[src/rtl/udr_pkg.sv]
package udr_pkg;
    typedef enum logic [1:0] {P_IDLE, P_UNIT, P_GAP, P_SKIP} parse_st_t;
    typedef enum logic [1:0] {R_IDLE, R_UNIT, R_GAP} replay_st_t;
endpackage

[src/rtl/udr_parse.sv]
module udr_parse
    import udr_pkg::*;
#(
    parameter int UNIT_W  = 8,
    parameter int CNT_W   = 7,
    parameter int GAP_W   = 4,
    parameter int SEP_LEN = 9
) (
    input  logic              clk,
    input  logic              rst_n,
    input  logic              flush,
    input  logic              bit_en,
    input  logic              bit_in,
    output logic              unit_vld,
    output logic [UNIT_W-1:0] unit_data,
    output logic              msg_done,
    output logic [CNT_W-1:0]  msg_len,
    output logic [GAP_W-1:0]  min_gap
);
    typedef struct packed {
        parse_st_t         st;
        logic [UNIT_W-1:0] sh;
        logic [GAP_W-1:0]  k;
        logic [CNT_W-1:0]  units;
        logic [GAP_W-1:0]  minq;
        logic              uv;
        logic              md;
    } pstate_t;

    localparam pstate_t RST = '{st: P_IDLE, sh: '0, k: '0, units: '0,
                                minq: GAP_W'(UNIT_W), uv: 1'b0, md: 1'b0};

    pstate_t q, d;

    always_comb begin
        d    = q;
        d.uv = 1'b0;
        d.md = 1'b0;
        if (bit_en) begin
            case (q.st)
                P_IDLE: if (bit_in) begin
                    d.st    = P_UNIT;
                    d.sh    = UNIT_W'(1);
                    d.k     = GAP_W'(1);
                    d.units = '0;
                end
                P_UNIT: begin
                    d.sh = (q.sh << 1) | UNIT_W'(bit_in);
                    d.k  = q.k + 1'b1;
                    if (q.k == GAP_W'(UNIT_W - 1)) begin
                        d.uv    = 1'b1;
                        d.units = q.units + 1'b1;
                        d.st    = P_GAP;
                        d.k     = '0;
                    end
                end
                P_GAP: if (bit_in) begin
                    if (q.k < q.minq) d.minq = q.k;
                    d.st = P_UNIT;
                    d.sh = UNIT_W'(1);
                    d.k  = GAP_W'(1);
                end else if (q.k == GAP_W'(SEP_LEN - 1)) begin
                    d.md = 1'b1;
                    d.st = P_IDLE;
                    d.k  = '0;
                end else begin
                    d.k = q.k + 1'b1;
                end
                default: if (bit_in) begin
                    d.k = '0;
                end else if (q.k == GAP_W'(SEP_LEN - 1)) begin
                    d.st = P_IDLE;
                    d.k  = '0;
                end else begin
                    d.k = q.k + 1'b1;
                end
            endcase
        end
        if (flush) begin
            d.uv    = 1'b0;
            d.md    = 1'b0;
            d.units = '0;
            d.minq  = GAP_W'(UNIT_W);
            if (d.st != P_IDLE) begin
                d.st = P_SKIP;
                d.k  = '0;
            end
        end
    end

    always_ff @(posedge clk) begin
        if (!rst_n) q <= RST;
        else        q <= d;
    end

    assign unit_vld  = q.uv;
    assign unit_data = q.sh;
    assign msg_done  = q.md;
    assign msg_len   = q.units;
    assign min_gap   = q.minq;

    assert_min_gap_monotone_R3: assert property (@(posedge clk) disable iff (!rst_n)
        !flush |=> (q.minq <= $past(q.minq)));
    assert_min_gap_bound_R3: assert property (@(posedge clk) disable iff (!rst_n)
        q.minq <= GAP_W'(UNIT_W));
endmodule

[src/rtl/udr_store.sv]
module udr_store #(
    parameter int UNIT_W     = 8,
    parameter int DEPTH      = 64,
    parameter int MSGQ_DEPTH = 8,
    parameter int CNT_W      = 7
) (
    input  logic              clk,
    input  logic              rst_n,
    input  logic              wr_vld,
    input  logic [UNIT_W-1:0] wr_data,
    input  logic              msg_push,
    input  logic [CNT_W-1:0]  msg_len_in,
    input  logic              unit_pop,
    input  logic              msg_pop,
    output logic [UNIT_W-1:0] rd_data,
    output logic              msg_avail,
    output logic [CNT_W-1:0]  msg_len_out,
    output logic              ovf
);
    localparam int AW = $clog2(DEPTH);
    localparam int MW = $clog2(MSGQ_DEPTH);

    typedef struct packed {
        logic [AW-1:0] wp;
        logic [AW-1:0] rp;
        logic [AW:0]   ucnt;
        logic [MW-1:0] mwp;
        logic [MW-1:0] mrp;
        logic [MW:0]   mcnt;
    } sstate_t;

    sstate_t q, d;
    logic [UNIT_W-1:0] mem [DEPTH];
    logic [CNT_W-1:0]  mq  [MSGQ_DEPTH];

    assign ovf = (wr_vld && q.ucnt == (AW+1)'(DEPTH)) ||
                 (msg_push && q.mcnt == (MW+1)'(MSGQ_DEPTH));

    always_comb begin
        d = q;
        if (ovf) begin
            d = '0;
        end else begin
            if (wr_vld)   d.wp  = q.wp + 1'b1;
            if (unit_pop) d.rp  = q.rp + 1'b1;
            d.ucnt = q.ucnt + (AW+1)'(wr_vld) - (AW+1)'(unit_pop);
            if (msg_push) d.mwp = q.mwp + 1'b1;
            if (msg_pop)  d.mrp = q.mrp + 1'b1;
            d.mcnt = q.mcnt + (MW+1)'(msg_push) - (MW+1)'(msg_pop);
        end
    end

    always_ff @(posedge clk) begin
        if (!rst_n) q <= '0;
        else        q <= d;
    end

    always_ff @(posedge clk) begin
        if (wr_vld && !ovf)   mem[q.wp] <= wr_data;
        if (msg_push && !ovf) mq[q.mwp] <= msg_len_in;
    end

    assign rd_data     = mem[q.rp];
    assign msg_len_out = mq[q.mrp];
    assign msg_avail   = (q.mcnt != '0);

    assert_unit_pop_has_data_R2: assert property (@(posedge clk) disable iff (!rst_n)
        unit_pop |-> (q.ucnt != '0));
    assert_msg_pop_has_entry_R2: assert property (@(posedge clk) disable iff (!rst_n)
        msg_pop |-> (q.mcnt != '0));
    assert_flush_empties_R6: assert property (@(posedge clk) disable iff (!rst_n)
        ovf |=> (q.ucnt == '0 && q.mcnt == '0));
endmodule

[src/rtl/udr_replay.sv]
module udr_replay
    import udr_pkg::*;
#(
    parameter int UNIT_W  = 8,
    parameter int CNT_W   = 7,
    parameter int GAP_W   = 4,
    parameter int SEP_LEN = 9
) (
    input  logic              clk,
    input  logic              rst_n,
    input  logic              flush,
    input  logic              bit_en,
    input  logic              msg_avail,
    input  logic [CNT_W-1:0]  msg_len,
    input  logic [UNIT_W-1:0] unit_in,
    input  logic [GAP_W-1:0]  gap_len,
    output logic              unit_pop,
    output logic              msg_pop,
    output logic              bit_out
);
    typedef struct packed {
        replay_st_t        st;
        logic [UNIT_W-1:0] sh;
        logic [GAP_W-1:0]  k;
        logic [CNT_W-1:0]  left;
        logic [GAP_W-1:0]  gap;
        logic [GAP_W-1:0]  sep;
        logic              ob;
    } rstate_t;

    localparam rstate_t RST = '{st: R_IDLE, sh: '0, k: '0, left: '0, gap: '0,
                                sep: GAP_W'(SEP_LEN), ob: 1'b0};

    rstate_t q, d;

    always_comb begin
        d        = q;
        unit_pop = 1'b0;
        msg_pop  = 1'b0;
        if (bit_en) begin
            case (q.st)
                R_IDLE: if (msg_avail && q.sep == GAP_W'(SEP_LEN)) begin
                    d.ob     = unit_in[UNIT_W-1];
                    d.sh     = unit_in << 1;
                    d.k      = GAP_W'(1);
                    d.left   = msg_len;
                    d.gap    = gap_len;
                    d.st     = R_UNIT;
                    unit_pop = 1'b1;
                end else begin
                    d.ob = 1'b0;
                    if (q.sep != GAP_W'(SEP_LEN)) d.sep = q.sep + 1'b1;
                end
                R_UNIT: begin
                    d.ob = q.sh[UNIT_W-1];
                    d.sh = q.sh << 1;
                    d.k  = q.k + 1'b1;
                    if (q.k == GAP_W'(UNIT_W - 1)) begin
                        d.k = '0;
                        if (q.left == CNT_W'(1)) begin
                            msg_pop = 1'b1;
                            d.st    = R_IDLE;
                            d.sep   = '0;
                        end else begin
                            d.left = q.left - 1'b1;
                            d.st   = R_GAP;
                        end
                    end
                end
                default: if (q.k == q.gap) begin
                    d.ob     = unit_in[UNIT_W-1];
                    d.sh     = unit_in << 1;
                    d.k      = GAP_W'(1);
                    d.st     = R_UNIT;
                    unit_pop = 1'b1;
                end else begin
                    d.ob = 1'b0;
                    d.k  = q.k + 1'b1;
                end
            endcase
        end
        if (flush) begin
            d.st  = R_IDLE;
            d.sep = '0;
            d.k   = '0;
            d.ob  = 1'b0;
        end
    end

    always_ff @(posedge clk) begin
        if (!rst_n) q <= RST;
        else        q <= d;
    end

    assign bit_out = q.ob;

    assert_idle_sends_zero_R9: assert property (@(posedge clk) disable iff (!rst_n)
        (q.st == R_IDLE && bit_en && !msg_avail) |=> !bit_out);
endmodule

[src/rtl/udata_refill_fifo.sv]
module udata_refill_fifo #(
    parameter int UNIT_W     = 8,
    parameter int DEPTH      = 64,
    parameter int MSGQ_DEPTH = 8,
    parameter int SEP_LEN    = 9
) (
    input  logic clk,
    input  logic rst_n,
    input  logic in_en,
    input  logic in_bit,
    input  logic out_en,
    output logic out_bit,
    input  logic irq_en,
    input  logic irq_clr,
    output logic irq
);
    localparam int CNT_W = $clog2(DEPTH) + 1;
    localparam int GAP_W = $clog2(((SEP_LEN > UNIT_W) ? SEP_LEN : UNIT_W) + 1);

    logic              flush;
    logic              unit_vld, msg_done, unit_pop, msg_pop, msg_avail;
    logic [UNIT_W-1:0] unit_wr, unit_rd;
    logic [CNT_W-1:0]  len_wr, len_rd;
    logic [GAP_W-1:0]  min_gap;
    logic              irq_d, irq_q;

    udr_parse #(.UNIT_W(UNIT_W), .CNT_W(CNT_W), .GAP_W(GAP_W), .SEP_LEN(SEP_LEN)) u_parse (
        .clk(clk), .rst_n(rst_n), .flush(flush), .bit_en(in_en), .bit_in(in_bit),
        .unit_vld(unit_vld), .unit_data(unit_wr), .msg_done(msg_done),
        .msg_len(len_wr), .min_gap(min_gap));

    udr_store #(.UNIT_W(UNIT_W), .DEPTH(DEPTH), .MSGQ_DEPTH(MSGQ_DEPTH), .CNT_W(CNT_W)) u_store (
        .clk(clk), .rst_n(rst_n), .wr_vld(unit_vld), .wr_data(unit_wr),
        .msg_push(msg_done), .msg_len_in(len_wr), .unit_pop(unit_pop), .msg_pop(msg_pop),
        .rd_data(unit_rd), .msg_avail(msg_avail), .msg_len_out(len_rd), .ovf(flush));

    udr_replay #(.UNIT_W(UNIT_W), .CNT_W(CNT_W), .GAP_W(GAP_W), .SEP_LEN(SEP_LEN)) u_replay (
        .clk(clk), .rst_n(rst_n), .flush(flush), .bit_en(out_en), .msg_avail(msg_avail),
        .msg_len(len_rd), .unit_in(unit_rd), .gap_len(min_gap),
        .unit_pop(unit_pop), .msg_pop(msg_pop), .bit_out(out_bit));

    always_comb begin
        irq_d = (flush && irq_en) || (irq_q && !irq_clr);
    end

    always_ff @(posedge clk) begin
        if (!rst_n) irq_q <= 1'b0;
        else        irq_q <= irq_d;
    end

    assign irq = irq_q;

    assert_irq_sticky_R7: assert property (@(posedge clk) disable iff (!rst_n)
        (irq && !irq_clr) |=> irq);
    assert_irq_cause_R7: assert property (@(posedge clk) disable iff (!rst_n)
        $rose(irq) |-> $past(flush && irq_en));
endmodule

[config.mk]
export PLATFORM = sky130hd
export DESIGN_NAME = udata_refill_fifo
export DESIGN_NICKNAME = d
export VERILOG_FILES = /design/src/rtl/udr_pkg.sv /design/src/rtl/udr_parse.sv /design/src/rtl/udr_store.sv /design/src/rtl/udr_replay.sv /design/src/rtl/udata_refill_fifo.sv
export SDC_FILE = /design/constraint.sdc
export NUM_CORES = 1
export LEC_CHECK = 0
export ABC_CLOCK_PERIOD_IN_PS = 2820
export BUFFER_PORTS_ARGS = -buffer_cell sky130_fd_sc_hd__buf_2
export CORE_MARGIN = 1.5
export CORE_UTILIZATION = 37
export CTS_BUF_LIST = sky130_fd_sc_hd__clkbuf_4
export CTS_CLUSTER_DIAMETER = 200
export DETAILED_ROUTE_END_ITERATION = 8
export PLACE_DENSITY = 0.58
export REMOVE_ABC_BUFFERS = 1
export SLEW_MARGIN = 20
export SYNTH_ARGS = -nofsm -noshare
export SYNTH_HDL_FRONTEND = slang
export SYNTH_SLANG_ARGS = --single-unit
[constraint.sdc]
create_clock -name clk -period 2.82 [get_ports clk]
set_input_delay 0.141 -clock clk [delete_from_list [all_inputs] [get_ports clk]]
set_output_delay 0.141 -clock clk [all_outputs]
set_load 0.01 [all_outputs]
==> summary.md <==
| Metric | Value |
|---|---|
| Post-Syn Area | `26900 um^2` |
| Top-area cell type share of the netlist area | `0.634` |
| Fin worst setup slack | `0.133 ns` |
| DRC viols | `0` |
| Die X-Extent | `273 um` |
| Total of max-cap violations | `0` |
| Avg Inst Size Synth | `16.8 um^2` |
| Most common cell after layout, fill and taps aside | `edfxtp_1` |
| Portion of the clock cycle consumed by the worst path in the final layout | `0.953` |
| Maximum fanout encountered on the critical timing path | `8` |
| Synth Instances | `1605` |
| Placed inst area | `29100 um^2` |
| Avg Vias per Cell | `5.22` |
| Transition time at the pin with the least slew margin | `1.04 ns` |
| Layout Area Growth over Synthesis | `17.3%` |
| Mean routed wirelength per cell | `21.7 um` |
| Most numerous cell on the critical path | `buf_4` |
| 1st-pass router iterations | `5` |
| Number of fill cells in the layout | `6388` |
| Global-route usage over all layers | `0.176` |
| Hold violation count in the final report | `0` |
| YS warnings | `0` |
| Final Max Tran Viols | `0` |
| Delay of the slowest critical-path stage | `0.64 ns` |
| Dominant combinational cell family by area after synthesis | `multiplexers` |
| Compound-gate portion of the synthesized area | `0.0427` |
| Share of the synthesized netlist area taken by xor and xnor gates | `0.0101` |
| Core Area | `71700 um^2` |
| Number of clock sinks | `663` |
| Core utilization of the finished layout | `0.440` |
| Highest clock rate | `0.372 GHz` |
| Cell with the biggest individual delay on the critical path | `nor2_1` |
| Commonest cells after routing, fill and taps aside | `edfxtp_1, clkbuf_4, buf_4` |
| Async set-reset flop share out of synthesis | `0` |
| Wire length of the first global-routing pass | `97400 um` |
| Setup TNS | `0 ns` |
| Via count | `15500` |
| Number of global-route vias before repair | `16100` |
| Synth area leader | `edfxtp_1` |
| Final worst hold slack | `0.147 ns` |
| TritonCTS clock tree | `yes` |
| Synth Area in Adders | `0.0168` |
| Leakage component of the power | `10.4 nW` |
| Number of violations reported at the end of detailed-routing iteration 0 | `1431` |
| Worst-skew pair later-pin latency | `0.99 ns` |
| Final Setup Violations | `0` |
| Result of the run | `complete, no violations` |
| Dominant synthesized flop cell | `edfxtp_1` |
| Count of H-tree levels built during CTS | `4` |
| Clk slew on worst S/H paths | `0.06 ns` |
| Count of boundary I/O pins | `9` |
| Seq/Total Area, Yosys | `0.704` |
| Final instance area | `31600 um^2` |
| Portion of netlist area occupied by mux cells | `0.142` |
| Worst Path Arrival | `3.27 ns` |
| Crit-path cells | `inv_2 -> buf_4 -> ha_1 -> nand3_1 -> o31ai_1 -> buf_4 -> nor2_1 -> nand4_1 -> buf_4 -> nor2_1` |
| Distinct cells, synth | `69` |
| Clock skew | `0.0832 ns` |
| Max Buffers Root-to-Sink | `3` |
| Worst setup slack after placement | `-0.200 ns` |
| Kind of launch point of the worst setup path | `flip-flop` |
| Die footprint | `74400 um^2` |
| Remaining number of nets flagged by the antenna check after routing | `0` |
| Overall routed net length | `64300 um` |
| Relative slew slack | `0.306` |
| Post-synthesis sequential element count | `663` |
| Element type at the critical path end | `flip-flop` |
| Final critical-path required period | `2.69 ns` |
| Peak supply drop | `0.235 mV` |
| EDFF count, synth | `568` |
| HPWL after DPL | `41400 um` |
| Antenna violations before repair | `1` |
| Simple-gate area share of the yosys netlist | `0.0656` |
| Worst Path Required | `3.40 ns` |
| Clock buffer count from CTS | `169` |
| Clock Tree Root | `clkbuf_4` |
| GR Overflow Total | `0` |
| Worst Hold Class | `in -> reg` |
| # rows | `98` |
| Path type of the worst setup path | `reg -> reg` |
| Pwr Density | `597 nW/um^2` |
| Share of cells above drive strength 1 | `0.313` |
| Top post-synthesis cells by area | `edfxtp_1, mux4_2, dfxtp_1` |
| Placer's final routability congestion estimate | `0.853` |
| Die extent in y | `273 um` |
| Final net count | `1931` |
| Initial core utilization | `0.375` |
| Port Buffer Count | `8` |
| Largest net degree at the start of global routing | `67` |
| Unrepaired setup endpoints after global routing | `yes` |
==> worst max-delay path: cells and delay by family (launching register included) <==
kind | cells | cell delay [ns]
AO/OA/AOI/OAI | 1 | 0.19
adder cells (fa/ha/maj) | 1 | 0.20
buffers and inverters | 4 | 0.64
flip-flops | 1 | 0.33
AND/OR/NAND/NOR | 4 | 0.94
==> cell type report <==
class,count,area (um^2),share of cell area
antenna,2,5.00,0.000158
clock buffer,240,1800,0.0570
clock inverter,56,315,0.00998
inverter,36,135,0.00428
multi-input combinational,828,7580,0.240
sequential,663,19000,0.601
tap,950,1190,0.0376
timing repair buffer,191,1570,0.0498
==> routing by layer <==
metal  wire (um)  vias to the layer above  part of all wire  global-route usage
met5           0                        -                 0                   0
li1            -                     6983                 -                   -
met4        1500                        0             0.023              0.0665
met1       27400                     7904              0.43               0.229
met2       31400                      493              0.49               0.284
met3        3930                      103             0.061              0.0439
==> cell families (layout without fill, tap and decap cells) <==
| family | count (synthesis) | count (layout) |
|---|---|---|
| muxes | 222 | 222 |
| other | 0 | 2 |
| buffers and inverters | 114 | 523 |
| and+or+nand+nor | 370 | 370 |
| xor gates and xnor gates | 31 | 31 |
| DFF | 663 | 663 |
| adders and majority gates | 35 | 35 |
| AOI/OAI and AO/OA | 170 | 170 |
==> metrics by stage <==
stage	total power, W	cells
6_report	0.0189	2966
2_1_floorplan	0.0109	1527
3_5_place_dp	0.0111	2649
3_3_place_gp	0.0110	2649
4_1_cts	0.0191	2961
5_1_grt	0.0196	2966
==> flip-flops by register name (all words and copies together), names as in the netlist, named ones only <==
| signal | cells |
|---|---|
| u_store.mem | 512 |
| u_store.mq | 56 |
| u_store.q | 29 |
| u_replay.q | 28 |
| u_parse.unit_data | 8 |
| u_parse.msg_len | 7 |
| u_parse.q | 6 |
| u_parse.min_gap | 4 |
| irq | 1 |
| u_parse.msg_done | 1 |
| u_parse.unit_vld | 1 |
| u_replay.bit_out | 1 |
==> worst paths after layout <==
check / slack [ns] / cells after the start / end / from
max: 0.13 / 10 / u_store.mem[13][5]$_DFFE_PP_ / u_store.q[2]$_SDFF_PP0_
min: 0.15 / 3 / u_replay.q[9]$_SDFFE_PN0P_ / rst_n
max reg2reg: 0.13 / 10 / u_store.mem[13][5]$_DFFE_PP_ / u_store.q[2]$_SDFF_PP0_
min reg2reg: 0.49 / 2 / u_replay.q[21]$_SDFFE_PN0P_ / u_replay.q[21]$_SDFFE_PN0P_
==> what timing repair did <==
action / 4_1_cts / 5_1_grt
pin swaps: 3 / 8
hold endpoints to repair: 93 / 0
hold buffers: 13 / 0
setup buffers: 3 / 2
resized for setup: 9 / 28
setup endpoints to repair: 10 / 35
==> report_power, final <==
group | internal [W] | total, W | switching [W]
Combinational | 0.000129 | 0.000321 | 0.000192
Clock | 0.00412 | 0.00799 | 0.00387
Sequential | 0.0105 | 0.0106 | 0.0000254
==> cells in the mapped netlist (4+ instances only) <==
cell / instances
a2111oi_0: 4
a211oi_1: 6
a21o_1: 5
a21oi_1: 49
a221oi_1: 4
a22oi_1: 27
a31o_2: 4
a31oi_1: 4
and2_1: 7
and3_1: 8
and4_1: 4
buf_1: 8
buf_2: 23
buf_6: 4
clkbuf_1: 39
dfxtp_1: 95
edfxtp_1: 568
ha_1: 33
inv_1: 35
mux2_2: 7
mux2i_1: 88
mux4_2: 127
nand2_1: 64
nand2b_1: 20
nand3_1: 34
nand3b_1: 7
nand4_1: 12
nor2_1: 156
nor2b_1: 14
nor3_1: 14
nor3b_1: 4
o211ai_1: 6
o21ai_0: 25
o22ai_1: 6
o31ai_1: 4
o32ai_1: 4
or2_2: 5
or3_1: 5
or3b_2: 4
xnor2_1: 15
xor2_1: 16
Power figures use the tool's default switching activity.
